## src/rtl/bms_pkg.sv

```systemverilog
package bms_pkg;

  typedef enum logic [1:0] {
    SZ_BYTE = 2'd0,
    SZ_WORD = 2'd1,
    SZ_LONG = 2'd2,
    SZ_RSVD = 2'd3
  } acc_size_e;

  typedef enum logic [2:0] {
    ST_IDLE,
    ST_REQ1,
    ST_RSP1,
    ST_REQ2,
    ST_RSP2,
    ST_DONE
  } seq_state_e;

  // Number of operand bytes for a size code, capped at the bus width.
  function automatic int size_bytes(input logic [1:0] sz, input int lanes);
    int n;
    n = 1 << sz;
    if (n > lanes) n = lanes;
    return n;
  endfunction

endpackage

```

## src/rtl/bms_lane_plan.sv

```systemverilog
// Derives the two byte-enable masks and lane-steered write words for one access.
module bms_lane_plan
  import bms_pkg::*;
#(
  parameter  int LANES = 4,
  localparam int DW    = 8 * LANES,
  localparam int OFF_W = $clog2(LANES)
) (
  input  logic [OFF_W-1:0] off,
  input  logic [1:0]       size,
  input  logic [DW-1:0]    wdata,
  output logic [LANES-1:0] mask_lo,
  output logic [LANES-1:0] mask_hi,
  output logic [DW-1:0]    wdata_lo,
  output logic [DW-1:0]    wdata_hi,
  output logic             split
);

  int                 nbytes;
  logic [LANES-1:0]   base;
  logic [DW-1:0]      wd_trim;
  logic [2*LANES-1:0] span;
  logic [2*DW-1:0]    wide;

  assign nbytes = size_bytes(size, LANES);

  generate
    for (genvar g = 0; g < LANES; g++) begin : g_lane
      assign base[g]            = (g < nbytes);
      assign wd_trim[8*g +: 8]  = base[g] ? wdata[8*g +: 8] : 8'h00;
    end
  endgenerate

  // Shift the contiguous enable run and the trimmed operand into a two-longword window.
  assign span = {{LANES{1'b0}}, base} << off;
  assign wide = {{DW{1'b0}}, wd_trim} << {off, 3'b000};

  assign mask_lo  = span[LANES-1:0];
  assign mask_hi  = span[2*LANES-1:LANES];
  assign wdata_lo = wide[DW-1:0];
  assign wdata_hi = wide[2*DW-1:DW];
  assign split    = |mask_hi;

  always_comb begin
    assert_mask_count_R6: assert ($countones({mask_hi, mask_lo}) == nbytes);
    assert_first_nonempty_R1: assert (mask_lo != '0);
  end

endmodule

```

## src/rtl/bms_read_merge.sv

```systemverilog
// Re-assembles a right-justified operand from one or two returned longwords.
module bms_read_merge
  import bms_pkg::*;
#(
  parameter  int LANES = 4,
  localparam int DW    = 8 * LANES,
  localparam int OFF_W = $clog2(LANES)
) (
  input  logic [OFF_W-1:0] off,
  input  logic [1:0]       size,
  input  logic [DW-1:0]    rd_lo,
  input  logic [DW-1:0]    rd_hi,
  output logic [DW-1:0]    result
);

  int             nbytes;
  logic [2*DW-1:0] pair;
  logic [2*DW-1:0] aligned;

  assign nbytes  = size_bytes(size, LANES);
  assign pair    = {rd_hi, rd_lo};
  assign aligned = pair >> {off, 3'b000};

  generate
    for (genvar g = 0; g < LANES; g++) begin : g_keep
      assign result[8*g +: 8] = (g < nbytes) ? aligned[8*g +: 8] : 8'h00;
    end
  endgenerate

endmodule

```

## src/rtl/bms_splitter.sv

```systemverilog
module bms_splitter
  import bms_pkg::*;
#(
  parameter  int ADDR_W = 30,
  parameter  int LANES  = 4,
  localparam int DW     = 8 * LANES,
  localparam int OFF_W  = $clog2(LANES),
  localparam int LA_W   = ADDR_W - OFF_W
) (
  input  logic              clk,
  input  logic              rst_n,
  input  logic              creq_valid,
  output logic              creq_ready,
  input  logic [ADDR_W-1:0] creq_addr,
  input  logic [1:0]        creq_size,
  input  logic              creq_write,
  input  logic [DW-1:0]     creq_wdata,
  output logic              breq_valid,
  input  logic              breq_ready,
  output logic [LA_W-1:0]   breq_addr,
  output logic [LANES-1:0]  breq_mask,
  output logic              breq_write,
  output logic [DW-1:0]     breq_wdata,
  input  logic              bresp_valid,
  output logic              bresp_ready,
  input  logic [DW-1:0]     bresp_rdata,
  output logic              cresp_valid,
  input  logic              cresp_ready,
  output logic [DW-1:0]     cresp_rdata
);

  seq_state_e       state;
  logic [LA_W-1:0]  lw_q;
  logic [OFF_W-1:0] off_q;
  logic [1:0]       size_q;
  logic             wr_q;
  logic             split_q;
  logic [LANES-1:0] m_lo_q, m_hi_q;
  logic [DW-1:0]    wd_lo_q, wd_hi_q;
  logic [DW-1:0]    rd_lo_q;
  logic [DW-1:0]    result_q;

  logic [LANES-1:0] pl_m_lo, pl_m_hi;
  logic [DW-1:0]    pl_wd_lo, pl_wd_hi;
  logic             pl_split;
  logic [DW-1:0]    merge_lo, merge_hi, merged;

  bms_lane_plan #(.LANES(LANES)) u_plan (
    .off      (creq_addr[OFF_W-1:0]),
    .size     (creq_size),
    .wdata    (creq_wdata),
    .mask_lo  (pl_m_lo),
    .mask_hi  (pl_m_hi),
    .wdata_lo (pl_wd_lo),
    .wdata_hi (pl_wd_hi),
    .split    (pl_split)
  );

  // The response in flight feeds the merge directly so the result registers in the same edge.
  assign merge_lo = (state == ST_RSP1) ? bresp_rdata : rd_lo_q;
  assign merge_hi = (state == ST_RSP2) ? bresp_rdata : '0;

  bms_read_merge #(.LANES(LANES)) u_merge (
    .off    (off_q),
    .size   (size_q),
    .rd_lo  (merge_lo),
    .rd_hi  (merge_hi),
    .result (merged)
  );

  always_ff @(posedge clk) begin
    if (!rst_n) begin
      state    <= ST_IDLE;
      lw_q     <= '0;
      off_q    <= '0;
      size_q   <= '0;
      wr_q     <= 1'b0;
      split_q  <= 1'b0;
      m_lo_q   <= '0;
      m_hi_q   <= '0;
      wd_lo_q  <= '0;
      wd_hi_q  <= '0;
      rd_lo_q  <= '0;
      result_q <= '0;
    end else begin
      case (state)
        ST_IDLE: if (creq_valid) begin
          lw_q    <= creq_addr[ADDR_W-1:OFF_W];
          off_q   <= creq_addr[OFF_W-1:0];
          size_q  <= creq_size;
          wr_q    <= creq_write;
          split_q <= pl_split;
          m_lo_q  <= pl_m_lo;
          m_hi_q  <= pl_m_hi;
          wd_lo_q <= creq_write ? pl_wd_lo : '0;
          wd_hi_q <= creq_write ? pl_wd_hi : '0;
          state   <= ST_REQ1;
        end
        ST_REQ1: if (breq_ready) state <= ST_RSP1;
        ST_RSP1: if (bresp_valid) begin
          rd_lo_q <= bresp_rdata;
          if (split_q) begin
            state <= ST_REQ2;
          end else begin
            result_q <= wr_q ? '0 : merged;
            state    <= ST_DONE;
          end
        end
        ST_REQ2: if (breq_ready) state <= ST_RSP2;
        ST_RSP2: if (bresp_valid) begin
          result_q <= wr_q ? '0 : merged;
          state    <= ST_DONE;
        end
        ST_DONE: if (cresp_ready) state <= ST_IDLE;
        default: state <= ST_IDLE;
      endcase
    end
  end

  assign creq_ready  = (state == ST_IDLE);
  assign breq_valid  = (state == ST_REQ1) || (state == ST_REQ2);
  assign breq_addr   = (state == ST_REQ2) ? lw_q + 1'b1 : lw_q;
  assign breq_mask   = (state == ST_REQ2) ? m_hi_q : m_lo_q;
  assign breq_wdata  = (state == ST_REQ2) ? wd_hi_q : wd_lo_q;
  assign breq_write  = wr_q;
  assign bresp_ready = (state == ST_RSP1) || (state == ST_RSP2);
  assign cresp_valid = (state == ST_DONE);
  assign cresp_rdata = result_q;

  assert_req_hold_R11: assert property (@(posedge clk) disable iff (!rst_n)
    (breq_valid && !breq_ready) |=>
      (breq_valid && $stable(breq_addr) && $stable(breq_mask) && $stable(breq_wdata)));

  assert_resp_hold_R11: assert property (@(posedge clk) disable iff (!rst_n)
    (cresp_valid && !cresp_ready) |=> (cresp_valid && $stable(cresp_rdata)));

  assert_single_flight_R10: assert property (@(posedge clk) disable iff (!rst_n)
    creq_ready |-> !(breq_valid || bresp_ready || cresp_valid));

  assert_accept_blocks_R10: assert property (@(posedge clk) disable iff (!rst_n)
    (creq_valid && creq_ready) |=> !creq_ready);

  assert_write_zero_R11: assert property (@(posedge clk) disable iff (!rst_n)
    (cresp_valid && wr_q) |-> (cresp_rdata == '0));

  assert_mask_present_R1: assert property (@(posedge clk) disable iff (!rst_n)
    breq_valid |-> (breq_mask != '0));

endmodule

```

## config.mk

```make
export PLATFORM = sky130hd
export DESIGN_NAME = bms_splitter
export DESIGN_NICKNAME = d
export VERILOG_FILES = /design/src/rtl/bms_pkg.sv /design/src/rtl/bms_lane_plan.sv /design/src/rtl/bms_read_merge.sv /design/src/rtl/bms_splitter.sv
export SDC_FILE = /design/constraint.sdc
export NUM_CORES = 1
export LEC_CHECK = 0
export ABC_AREA = 1
export BUFFER_PORTS_ARGS = -buffer_cell sky130_fd_sc_hd__buf_2
export CAP_MARGIN = 5
export CORE_MARGIN = 1
export CORE_UTILIZATION = 55
export DETAILED_ROUTE_END_ITERATION = 6
export HOLD_SLACK_MARGIN = 0.03
export PLACE_DENSITY = 0.88
export SYNTH_ARGS = -nofsm -noshare
export SYNTH_HDL_FRONTEND = slang
export SYNTH_SLANG_ARGS = --single-unit
export TNS_END_PERCENT = 30
```

## constraint.sdc

```tcl
create_clock -name clk -period 2.2 [get_ports clk]
set_clock_uncertainty 0.1 [all_clocks]
set_input_delay 0.11 -clock clk [delete_from_list [all_inputs] [get_ports clk]]
set_output_delay 0.11 -clock clk [all_outputs]
set_load 0.01 [all_outputs]
```

# Word level (Yosys, flattened, before mapping)
# Index checks and enable logic that the tools add are counted.
[op_classes]
n_addsub = 1
order_cmp = 10
eq_ne = 12
shift = 5
n_mux = 30
n_reduce_logical = 9
[ops]
columns = ["op", "count"]
rows = [
  ["$mux W32", 11],
  ["$lt A3 B32 Y1 const A", 4],
  ["$gt A32 B4 Y1 const B", 2],
  ["$lt A1 B32 Y1 const A", 2],
  ["$lt A2 B32 Y1 const A", 2],
  ["$mux W8", 8],
  ["$pmux W32 S2", 1],
  ["$shl A1 B2 Y32 const A", 2],
  ["$shl A32 B5 Y64", 1],
  ["$shr A64 B5 Y32", 1],
  ["$add A28 B1 Y28 const B", 1],
  ["$mux W28", 1],
  ["$mux W3", 7],
  ["$pmux W3 S6", 1],
  ["$ne A2 B2 Y1 const B", 6],
  ["$shl A4 B2 Y8", 1],
  ["$eq A3 B2 Y1 const B", 2],
  ["$eq A3 B3 Y1 const B", 2],
  ["$reduce_and A6 Y1", 1],
  ["$mux W4", 1],
  ["$reduce_and A2 Y1", 2],
  ["$reduce_and A4 Y1", 1],
  ["$reduce_or A4 Y1", 1],
  ["$eq A3 B1 Y1 const B", 1],
  ["other kinds (4)", 5],
]
[totals]
reg_bits = 173
in_bits = 103
out_inout_bits = 101
elab_cells = 79

# Logic depth before layout (Yosys ltp)
# Gate-level depths: netlist of the first run.
[depth]
ltp_word = 9
depth_mapped = 11
depth_no_buf = 11

# By module
# From an unflattened synthesis of the first run, not the netlist that was laid out.
[hier_totals]
cells_unflattened = 1762
area_unflattened_um2 = 10490.1
[modules_own_cells]
columns = ["mod", "instances", "cells_each", "area_each_um2"]
rows = [
  ["bms_splitter", 1, 1263, 8257.9],
  ["bms_read_merge", 1, 258, 1156.1],
  ["bms_lane_plan", 1, 241, 1076.0],
]

# Least setup slack after synthesis of the first run
# OpenSTA, ideal clock, no wires.
[synth_path]
kind = "reg2out"
startpoint = "register state[1]"
endpoint = "output port breq_addr[13]"
t_arrival_ns = 1.433
required_time_ns = 1.990
setup_slack_ns = 0.557
path_stages_with_launch = 9
path_cell_list = "dfxtp_1 > buf_2 > nand3_4 > nor2_4 > nand2_2 > nor2_4 > nand2_2 > nor2_2 > xor2_1"
[synth_between]
elab_chain_cells = 2
[synth_lines]
columns = ["element", "line", "text"]
rows = [
  ["start, declared", "bms_splitter.sv:32", "seq_state_e state;"],
  ["start signal, assigned", "bms_splitter.sv:73", "state <= ST_IDLE;"],
  ["start signal, assigned", "bms_splitter.sv:97", "state <= ST_REQ1;"],
  ["start signal, assigned", "bms_splitter.sv:99", "ST_REQ1: if (breq_ready) state <= ST_RSP1;"],
  ["$eq A3 B2 Y1", "bms_splitter.sv:122", "assign breq_addr = (state == ST_REQ2) ? lw_q + 1'b1 : lw_q;"],
  ["$mux W28", "bms_splitter.sv:122", ""],
  ["end, declared", "bms_splitter.sv:20", "output logic [LA_W-1:0] breq_addr,"],
]
# No other way between the ends.

# Final worst setup path of the first run
[layout_path]
startpoint = "register state[2]"
endpoint = "output port breq_addr[18]"
# The elaborated chain is that of the path after synthesis.

==> results of run 1 <==
power by group through the flow:
stage	Sequential [mW]	Combinational, mW	Clock, mW
floorplan	3.68	3.01	0
global placement	3.76	4.18	0
detailed placement	3.77	4.23	0
CTS	3.73	4.41	2.97
global route	3.78	5.16	3.08
finish	3.74	4.72	2.95
sequential cells by signal (all words and copies together) (netlist names), 3 cells and up:
| name | flops |
|---|---|
| cresp_rdata | 32 |
| rd_lo_q | 32 |
| wd_lo_q | 32 |
| lw_q | 28 |
| wd_hi_q | 24 |
| m_lo_q | 4 |
| m_hi_q | 3 |
| state | 3 |
cell usage in the layout (no fill, tap or decap), types with 6 or more instances in the layout:
cell	instances
dfxtp_2	10
a31oi_1	8
nor2_2	6
nand3_1	197
clkbuf_16	17
nand2_1	435
buf_4	34
dfxtp_1	151
buf_2	203
a22oi_1	10
nor3_1	10
nor2_4	14
inv_1	156
xor2_1	17
o21ai_0	106
nor2_1	60
a21oi_1	149
dlygate4sd3_1	84
inv_8	6
nand4_1	7
critical path, stage by stage, from the launching register on:
cell	delay [ps]
dfxtp_4	370
inv_4	60
nand3_4	100
nor2_4	170
nand2_4	80
nor2_4	170
nand2_4	90
nor2_4	190
nand2_1	90
nand2_1	60
nand2_1	40
buf_2	130
per-layer routing:
metal	track usage (%)	wire, µm
met5	0	0
met4	14.5	1290
met3	9.53	3740
met2	55.3	13700
met1	47.6	12600
area by class of cell:
class / count / share of cell area (%)
Antenna cell: 3 / 0.0628
Clock buffer: 17 / 3.56
Sequential cell: 164 / 27.7
Timing Repair Buffer: 327 / 18.6
Clock inverter: 15 / 1.32
Tap cell: 216 / 2.26
Inverter: 165 / 5.25
Multi-Input combinational cell: 1046 / 41.3
cells by family after synthesis:
logic type	Yosys count	share of synthesized area (%)
buffers and inverters	255	11.1
xor gates and xnor gates	17	1.63
and+or+nand+nor	746	35.3
adders and majority gates	1	0.137
DFF	164	35.8
AOI/OAI and AO/OA	282	16.0
worst min path at each step:
stage	slack (ps)	depth (start not counted)	endpoint	from
floorplan	140	2	size_q[0]	creq_size[0]
global placement	240	3	lw_q[6]	creq_addr[8]
detailed placement	240	3	lw_q[3]	creq_addr[5]
CTS	30	5	wd_lo_q[27]	creq_wdata[19]
global route	90	5	wd_lo_q[26]	creq_wdata[18]
finish	50	5	wd_lo_q[27]	creq_wdata[19]
timing repair:
| item | 4_1_cts | 5_1_grt |
|---|---|---|
| setup endpoints to repair | 33 | 51 |
| pin swaps | 2 | 7 |
| hold buffers | 84 | 0 |
| buffers inserted | 3 | 12 |
| gates resized for setup | 10 | 29 |
| hold endpoints to repair | 102 | 0 |
stage by stage:
stage	setup WS (ps)	area, µm²
6_report	6.10	12000
3_5_place_dp	271	10300
3_3_place_gp	357	10300
2_1_floorplan	557	9160
4_1_cts	8.44	11800
5_1_grt	-122	12000
==> results.py, run 1 <==
metrics = {
    "cells_and_area": {
        "area_delta_synth_final_pct": 30.5,
        "seq_area_um2": 3310,
        "fill_cells": 1231,
        "final_util_pct": 74.5,
        "multiInputGateArea_um2": 4940,
        "final_cells": 1953,
        "drive_gt1_share_pct": 19.0,
        "final_nets": 1825,
    },
    "die": {
        "start_util_pct": 57.0,
        "die_x_um": 131,
        "die_area_um2": 17200,
        "core_region_area_um2": 16100,
        "placementRows": 46,
        "io_pins": 204,
        "die_h_um": 131,
    },
    "power": {
        "finalPower_mw": 11.4,
        "pwr-share-clk_pct": 25.9,
        "power.internal_mw": 6.50,
        "power_density_nw_per_um2": 954,
        "power.switching_mw": 4.91,
        "max-vdd-ir-drop_mv": 0.777,
        "swShare_pct": 43.0,
        "total_leakage_power_nw": 5.55,
        "power_frac_seq_pct": 32.8,
        "comb_power_share_pct": 41.3,
    },
    "timing": {
        "maxSlewViolCount": 0,
        "setup_violations": 0,
        "holdWs_ps": 54.7,
        "slew_headroom_pct": 60.0,
        "tns_ps": 0,
        "period_needed_ps": 2190,
        "hold_viol_final": 0,
        "clock.fmax_mhz": 456,
        "period_share_pct": 99.7,
        "grt_setup_unrepaired": "true",
        "worst_slew_pin_slew_ps": 599,
    },
    "worst_setup_path": {
        "r2r_start": "state[0]",
        "r2r_slack_ps": 270,
        "crit_end": "breq_addr[18]",
        "cp-end-kind": "primary output",
        "rr_endpoint": "lw_q[9]",
        "critPathLaunchType": "register",
        "ff2ff_path_depth": 8,
        "crit_start": "state[2]",
        "worst_ep_arrival_time_ps": 1980,
        "worstSetupPathType": "register to primary output",
        "crit_required_ps": 1990,
        "crit_fanout": 5,
    },
    "cts": {
        "cts_sinks": 164,
        "clkTransAtPathRegs_ps": 70,
        "cts_buffers": 17,
        "htreeDepth": 4,
        "ctsRootBufferMaster": "clkbuf_16",
        "cts.path.max_buffers": 2,
        "cts_tree": "built",
        "clk_latency_ps": 440,
    },
    "synthesis": {
        "synth-edff-count": 0,
        "async_flop_share_pct": 0,
        "synth.distinct_cells": 33,
        "netlist_area_um2": 9160,
        "yosysTopAreaCell": "dfxtp_1",
        "synth-seq-cells": 164,
        "post-synth-top-area-fraction_pct": 35.8,
        "dominantRegCellSynth": "dfxtp_1",
        "synthTopCellsByArea": "dfxtp_1, nand2_1, nand3_1",
        "postSynthCellCount": 1465,
        "synth_most_common_cell": "nand2_1",
        "synth_nets": 1569,
        "syn_area_per_cell_um2": 6.25,
        "yosysWarnings": 0,
        "synthTopCellsByCount": "nand2_1, nand3_1, dfxtp_1, inv_1, a21oi_1",
        "synth-seq-area-share_pct": 35.8,
    },
    "job": {
        "max-cap-violations": 0,
    },
    "placed_design": {
        "numPortBuffers": 203,
        "dpl.hpwl_um": 19900,
        "place_inst": 1819,
        "gp_congestion": 0.957,
    },
    "routing": {
        "vias": 11000,
        "drt_iter0_markers": 1380,
        "drtPass1Iterations": 7,
        "drc_errors": 39,
        "ant_nets": 0,
        "drt-total-wl_um": 31300,
        "via_per_inst": 5.61,
        "wire_per_inst_um": 16.0,
    },
    "global_route": {
        "grt_pass1_vias": 9564,
        "grt_max_degree": 99,
        "antenna_found_initial": 2,
        "grt_pass1_wl_um": 47700,
        "grtUsageTotal_pct": 35.9,
        "grt-ovfl-total": 0,
    },
    "run_status": {
        "violations": "DRC",
        "run_status": "finished with violations",
    },
    "min_path": {
        "holdCritPathClass": "input port to register",
    },
}
(Power assumes the default switching activity.)
==> inputs of run 2 (changes only) <==
--- a/config.mk
+++ b/config.mk
@@ -8,10 +8,12 @@
 export ABC_AREA = 1
 export BUFFER_PORTS_ARGS = -buffer_cell sky130_fd_sc_hd__buf_2
 export CAP_MARGIN = 5
+export CORE_ASPECT_RATIO = 1.75
 export CORE_MARGIN = 1
 export CORE_UTILIZATION = 55
 export DETAILED_ROUTE_END_ITERATION = 6
 export HOLD_SLACK_MARGIN = 0.03
+export MAX_ROUTING_LAYER = met4
 export PLACE_DENSITY = 0.88
 export SYNTH_ARGS = -nofsm -noshare
 export SYNTH_HDL_FRONTEND = slang
==> run 2 against run 1 <==
Compared with the run above: the flow finishes with violations (setup timing); cell area rose by 0.32%; sequential power increased by 2%; routed wire length is 11% higher; core utilization down 1.2 points; first-iteration DRC count down 24%; flip-flop and latch count stayed put.
==> results.py, run 2 (synthesized netlist as in run 1, its figures left out) <==
metrics = {
    "cts": {
        "cts_sinks": 164,
        "ctsRootBufferMaster": "clkbuf_16",
        "clkTransAtPathRegs_ps": 80,
        "cts_tree": "built",
        "clk_latency_ps": 430,
        "cts.path.max_buffers": 2,
        "htreeDepth": 4,
        "cts_buffers": 17,
    },
    "cells_and_area": {
        "design_area_um2": 12000,
        "area_delta_synth_final_pct": 31.0,
        "mostFrequentLayoutCells": "nand2_1, buf_2, nand3_1, inv_1, a21oi_1",
        "final_nets": 1825,
        "layout_commonest_cell": "nand2_1",
        "drive_gt1_share_pct": 19.8,
        "final_cells": 1962,
        "fill_cells": 1263,
    },
    "global_route": {
        "grtUsageTotal_pct": 40.6,
        "grt_pass1_vias": 11000,
        "antenna_found_initial": 3,
        "grt_max_degree": 75,
        "grt-ovfl-total": 0,
        "grt_pass1_wl_um": 53000,
    },
    "min_path": {
        "holdCritPathClass": "input port to register",
        "holdCritStartpoint": "creq_valid",
        "holdPathStages": 5,
        "min_to": "m_hi_q[1]",
    },
    "worst_setup_path": {
        "crit_fanout": 4,
        "rr_endpoint": "cresp_rdata[10]",
        "ff2ff_path_depth": 11,
        "slowest_delay_ps": 400,
        "worst_ep_arrival_time_ps": 2060,
        "cp_cell_sequence": "nand2_1 > inv_2 > nand2_1 > nor3_1 > nand3_1 > nand2_1 > nand2_1 > inv_1 > buf_2",
        "cp-end-kind": "primary output",
        "critPathBufInv": 3,
        "critPathLaunchType": "register",
        "crit_required_ps": 1990,
        "crit_slowest_cell": "nor3_1",
        "worstSetupPathType": "register to primary output",
        "r2r_start": "state[2]",
        "cp_top_family": "simple AND/OR/NAND/NOR gates",
        "cpMostUsedCell": "nand2_1",
        "r2r_slack_ps": 140,
    },
    "placed_design": {
        "placedInstanceArea_um2": 10400,
        "dpl.hpwl_um": 22900,
        "place_inst": 1836,
        "gp_congestion": 1.01,
        "numPortBuffers": 203,
        "pre_cts_ws_ps": 298,
    },
    "routing": {
        "drt-total-wl_um": 34700,
        "via_per_inst": 5.77,
        "drt_iter0_markers": 1049,
        "vias": 11300,
        "drc_errors": 0,
        "ant_nets": 0,
        "wire_per_inst_um": 17.7,
        "drtPass1Iterations": 5,
    },
    "power": {
        "finalPower_mw": 11.7,
        "power_density_nw_per_um2": 976,
        "max-vdd-ir-drop_mv": 0.673,
        "total_leakage_power_nw": 5.55,
    },
    "timing": {
        "slew_headroom_pct": 41.8,
        "worst_slew_pin_slew_ps": 872,
        "maxSlewViolCount": 0,
        "hold_viol_final": 0,
        "period_needed_ps": 2270,
        "holdWs_ps": 52.2,
        "grt_setup_unrepaired": "true",
        "period_share_pct": 103,
        "clock.fmax_mhz": 440,
        "setup_violations": 2,
        "final.setup.worst_slack_ps": -70.5,
    },
    "job": {
        "max-cap-violations": 0,
    },
    "die": {
        "die_x_um": 99.6,
        "io_pins": 204,
        "placementRows": 62,
        "core_region_area_um2": 16400,
        "die_h_um": 173,
        "die_area_um2": 17200,
        "start_util_pct": 56.0,
    },
    "run_status": {
        "violations": "setup timing",
        "run_status": "finished with violations",
    },
}
## run 2: final cells by class
class	instances	area, µm²	share of cell area [%]
Clock inverter	15	161	1.35
Clock buffer	17	425	3.55
Multi-Input combinational cell	1046	4950	41.3
Timing Repair Buffer	327	2220	18.5
Tap cell	224	280	2.34
Inverter	165	626	5.22
Antenna cell	4	10.0	0.0834
Sequential cell	164	3320	27.7
## run 2: per-stage QoR
stage / util (%) / setup TNS [ps]
2_1_floorplan: - / 0
3_3_place_gp: 63.5 / 0
3_5_place_dp: 63.5 / 0
4_1_cts: 72.0 / -49.4
5_1_grt: 73.3 / -943
6_report: 73.3 / -93.1
## run 2: how the worst max path moves through the flow
stage             start            end  slack, ps  depth (start not counted)
2_1_floorplan  state[1]  breq_addr[13]        560                          8
3_3_place_gp   state[1]    wd_lo_q[29]        350                          8
3_5_place_dp   state[0]    rd_lo_q[25]        300                          6
4_1_cts         lw_q[0]  breq_addr[14]        -20                          9
5_1_grt         lw_q[8]  breq_addr[21]       -190                          9
6_report        lw_q[8]  breq_addr[21]        -70                          9
## run 2: routing by layer
layer | vias up | part of all wire [%] | global-route usage, % | wire length, µm
met5 | - | 0 | - | 0
met4 | 0 | 9.9 | 32.9 | 3460
met3 | 256 | 7.5 | 7.36 | 2600
met2 | 698 | 50 | 69.7 | 17300
met1 | 5117 | 33 | 39.2 | 11400
li1 | 5245 | - | - | -
## run 2: power breakdown
group / total (mW) / switching [mW] / internal (mW)
Sequential: 3.81 / 0.391 / 3.42
Combinational: 4.86 / 3.27 / 1.59
Clock: 3.03 / 1.50 / 1.53
Total: 11.7 / 5.16 / 6.54
## run 2: worst reg2reg max path: cells and delay by family, from the launching register on
family                 cells  cell delay [ps]
AND/OR/NAND/NOR            6              910
buffers and inverters      4              530
flip-flops                 1              350
AO/OA/AOI/OAI              1               80
## run 2: repair_timing
item / CTS / global route
hold buffers: 79 / 0
gates resized for setup: 5 / 42
buffers inserted: 1 / 10
hold endpoints to repair: 87 / 0
pin swaps: 0 / 8
setup endpoints to repair: 21 / 54
==> inputs of run 3 (changes only) <==
--- a/config.mk
+++ b/config.mk
@@ -14,8 +14,7 @@
 export DETAILED_ROUTE_END_ITERATION = 6
 export HOLD_SLACK_MARGIN = 0.03
 export MAX_ROUTING_LAYER = met4
-export PLACE_DENSITY = 0.88
+export PLACE_DENSITY = 0.89
 export SYNTH_ARGS = -nofsm -noshare
 export SYNTH_HDL_FRONTEND = slang
 export SYNTH_SLANG_ARGS = --single-unit
-export TNS_END_PERCENT = 30
==> run 3 against run 2 <==
Compared with the run above: the run still ends with setup timing left; die area stayed put; flip-flop and latch count is the same; via count grew 2.9%; setup slack lost 130 ps; power grew 3.1%; sequential power hardly changed; cell count increased by 0.66%; hold slack improved by 8.7 ps; fmax shrank 5.4%; register-to-register slack got worse by 100 ps; largest cell class unchanged.
==> results.py, run 3 (synthesized netlist as in run 1, its figures left out) <==
metrics = {
    "run_status": {
        "run_status": "finished with violations",
        "violations": "setup timing",
    },
    "timing": {
        "period_share_pct": 109,
        "setup_violations": 16,
        "grt_setup_unrepaired": "true",
        "final.setup.worst_slack_ps": -199,
        "clock.fmax_mhz": 417,
        "worst_slew_pin_slew_ps": 880,
        "period_needed_ps": 2400,
        "slew_headroom_pct": 41.2,
        "maxSlewViolCount": 0,
        "hold_viol_final": 0,
        "holdWs_ps": 60.9,
        "tns_ps": -1550,
    },
    "routing": {
        "drc_errors": 0,
        "drt_iter0_markers": 1065,
        "via_per_inst": 5.89,
        "drtPass1Iterations": 6,
        "ant_nets": 0,
        "vias": 11600,
        "drt-total-wl_um": 37700,
        "wire_per_inst_um": 19.1,
    },
    "placed_design": {
        "dpl.hpwl_um": 23400,
        "place_inst": 1840,
        "gp_congestion": 1.02,
        "numPortBuffers": 203,
        "placedInstanceArea_um2": 10400,
    },
    "cells_and_area": {
        "design_area_um2": 12200,
        "drive_gt1_share_pct": 21.5,
        "antenna_cells": 0,
        "final_nets": 1842,
        "final_util_pct": 74.6,
        "layout_commonest_cell": "nand2_1",
        "area_delta_synth_final_pct": 33.4,
        "final_cells": 1975,
        "mostFrequentLayoutCells": "nand2_1, buf_2, nand3_1, inv_1, a21oi_1",
    },
    "worst_setup_path": {
        "crit_required_ps": 1990,
        "worst_ep_arrival_time_ps": 2190,
        "cp-end-kind": "primary output",
        "cpMostUsedCell": "nor2_4",
        "ff2ff_path_depth": 8,
        "crit_fanout": 5,
        "critPathLaunchType": "register",
        "cp_top_family": "simple AND/OR/NAND/NOR gates",
        "cp_cell_sequence": "nand3_1 > nor2_4 > nand2_4 > nor2_4 > nand2_4 > nor2_4 > xor2_1 > buf_2",
        "worstSetupPathType": "register to primary output",
        "crit_slowest_cell": "dfxtp_2",
        "critPathBufInv": 1,
        "path_depth": 8,
        "slowest_delay_ps": 380,
    },
    "die": {
        "core_region_area_um2": 16400,
        "placementRows": 62,
        "io_pins": 204,
        "die_area_um2": 17200,
        "die_h_um": 173,
        "die_x_um": 99.6,
        "start_util_pct": 56.0,
    },
    "cts": {
        "clk_latency_ps": 450,
        "cts_buffers": 17,
        "htreeDepth": 4,
        "cts_sinks": 164,
        "ctsRootBufferMaster": "clkbuf_16",
        "clkTransAtPathRegs_ps": 70,
        "cts_tree": "built",
        "cts.path.max_buffers": 2,
    },
    "global_route": {
        "grt_pass1_wl_um": 55500,
        "antenna_found_initial": 0,
        "grt-ovfl-total": 0,
        "grt_pass1_vias": 11000,
        "grtUsageTotal_pct": 43.2,
        "grt_max_degree": 63,
    },
    "job": {
        "max-cap-violations": 0,
    },
    "min_path": {
        "holdPathStages": 5,
        "holdCritPathClass": "input port to register",
    },
    "power": {
        "max-vdd-ir-drop_mv": 0.591,
        "total_leakage_power_nw": 5.68,
        "power_density_nw_per_um2": 988,
    },
}
==> run 3: cell types whose count changed in the layout (fill, tap and decap cells not counted), sizes merged <==
| cell | delta |
|---|---|
| buf | +12 |
| bufinv | +3 |
| clkinvlp | -2 |
| diode | -4 |
| dlygate4sd3 | +5 |
| inv | -1 |
==> run 3: cell type report <==
type | instances | area, µm²
repair buffers | 344 | 2340
well taps | 224 | 280
clock inverters | 15 | 193
fillers | 1254 | 4150
clock buffers | 17 | 425
flip-flops and latches | 164 | 3330
inverters | 165 | 623
multi-input cells | 1046 | 5020
==> run 3: routing by layer <==
layer | global-route usage (%) | wire length [µm] | vias to the layer above
met3 | 10.3 | 3380 | 322
li1 | - | - | 5267
met2 | 70.9 | 18000 | 819
met4 | 37.0 | 3990 | 0
met5 | - | 0 | -
met1 | 42.2 | 12300 | 5232
==> run 3: power breakdown <==
part | internal [mW] | switching [mW] | leakage, nW
registers | 3.43 | 0.365 | 1.34
logic | 1.62 | 3.43 | 4.03
clock network | 1.82 | 1.39 | 0.307
total | 6.88 | 5.19 | 5.68
==> run 3: path summary, 6_finish.rpt <==
path             startpoint       endpoint  slack, ps
min reg2reg     rd_lo_q[11]    rd_lo_q[11]        360
min          creq_wdata[20]    wd_lo_q[20]         60
max                 lw_q[1]  breq_addr[15]       -200
max reg2reg        state[1]        lw_q[8]         40
==> run 3: worst reg2reg max path: cells and delay by family, from the launching register on <==
kind / cells / cell delay [ps]
compound gates: 2 / 460
buf+inv: 3 / 630
simple gates: 3 / 470
flops: 1 / 360
==> run 3: timing repair <==
action / 4_1_cts / 5_1_grt
endpoints found under the setup margin: 17 / 16
hold buffers: 84 / 0
gates resized for setup: 11 / 65
setup buffers: 4 / 15
endpoints found under the hold margin: 92 / 0
pin swaps: 3 / 14
==> run 3: per-stage QoR <==
| step | setup WS, ps | total power [mW] |
|---|---|---|
| global route | -290 | 12.6 |
| finish | -199 | 12.1 |
| detailed placement | 204 | 8.18 |
| global placement | 264 | 8.12 |
| floorplan | 557 | 6.69 |
| CTS | -7.99 | 11.5 |
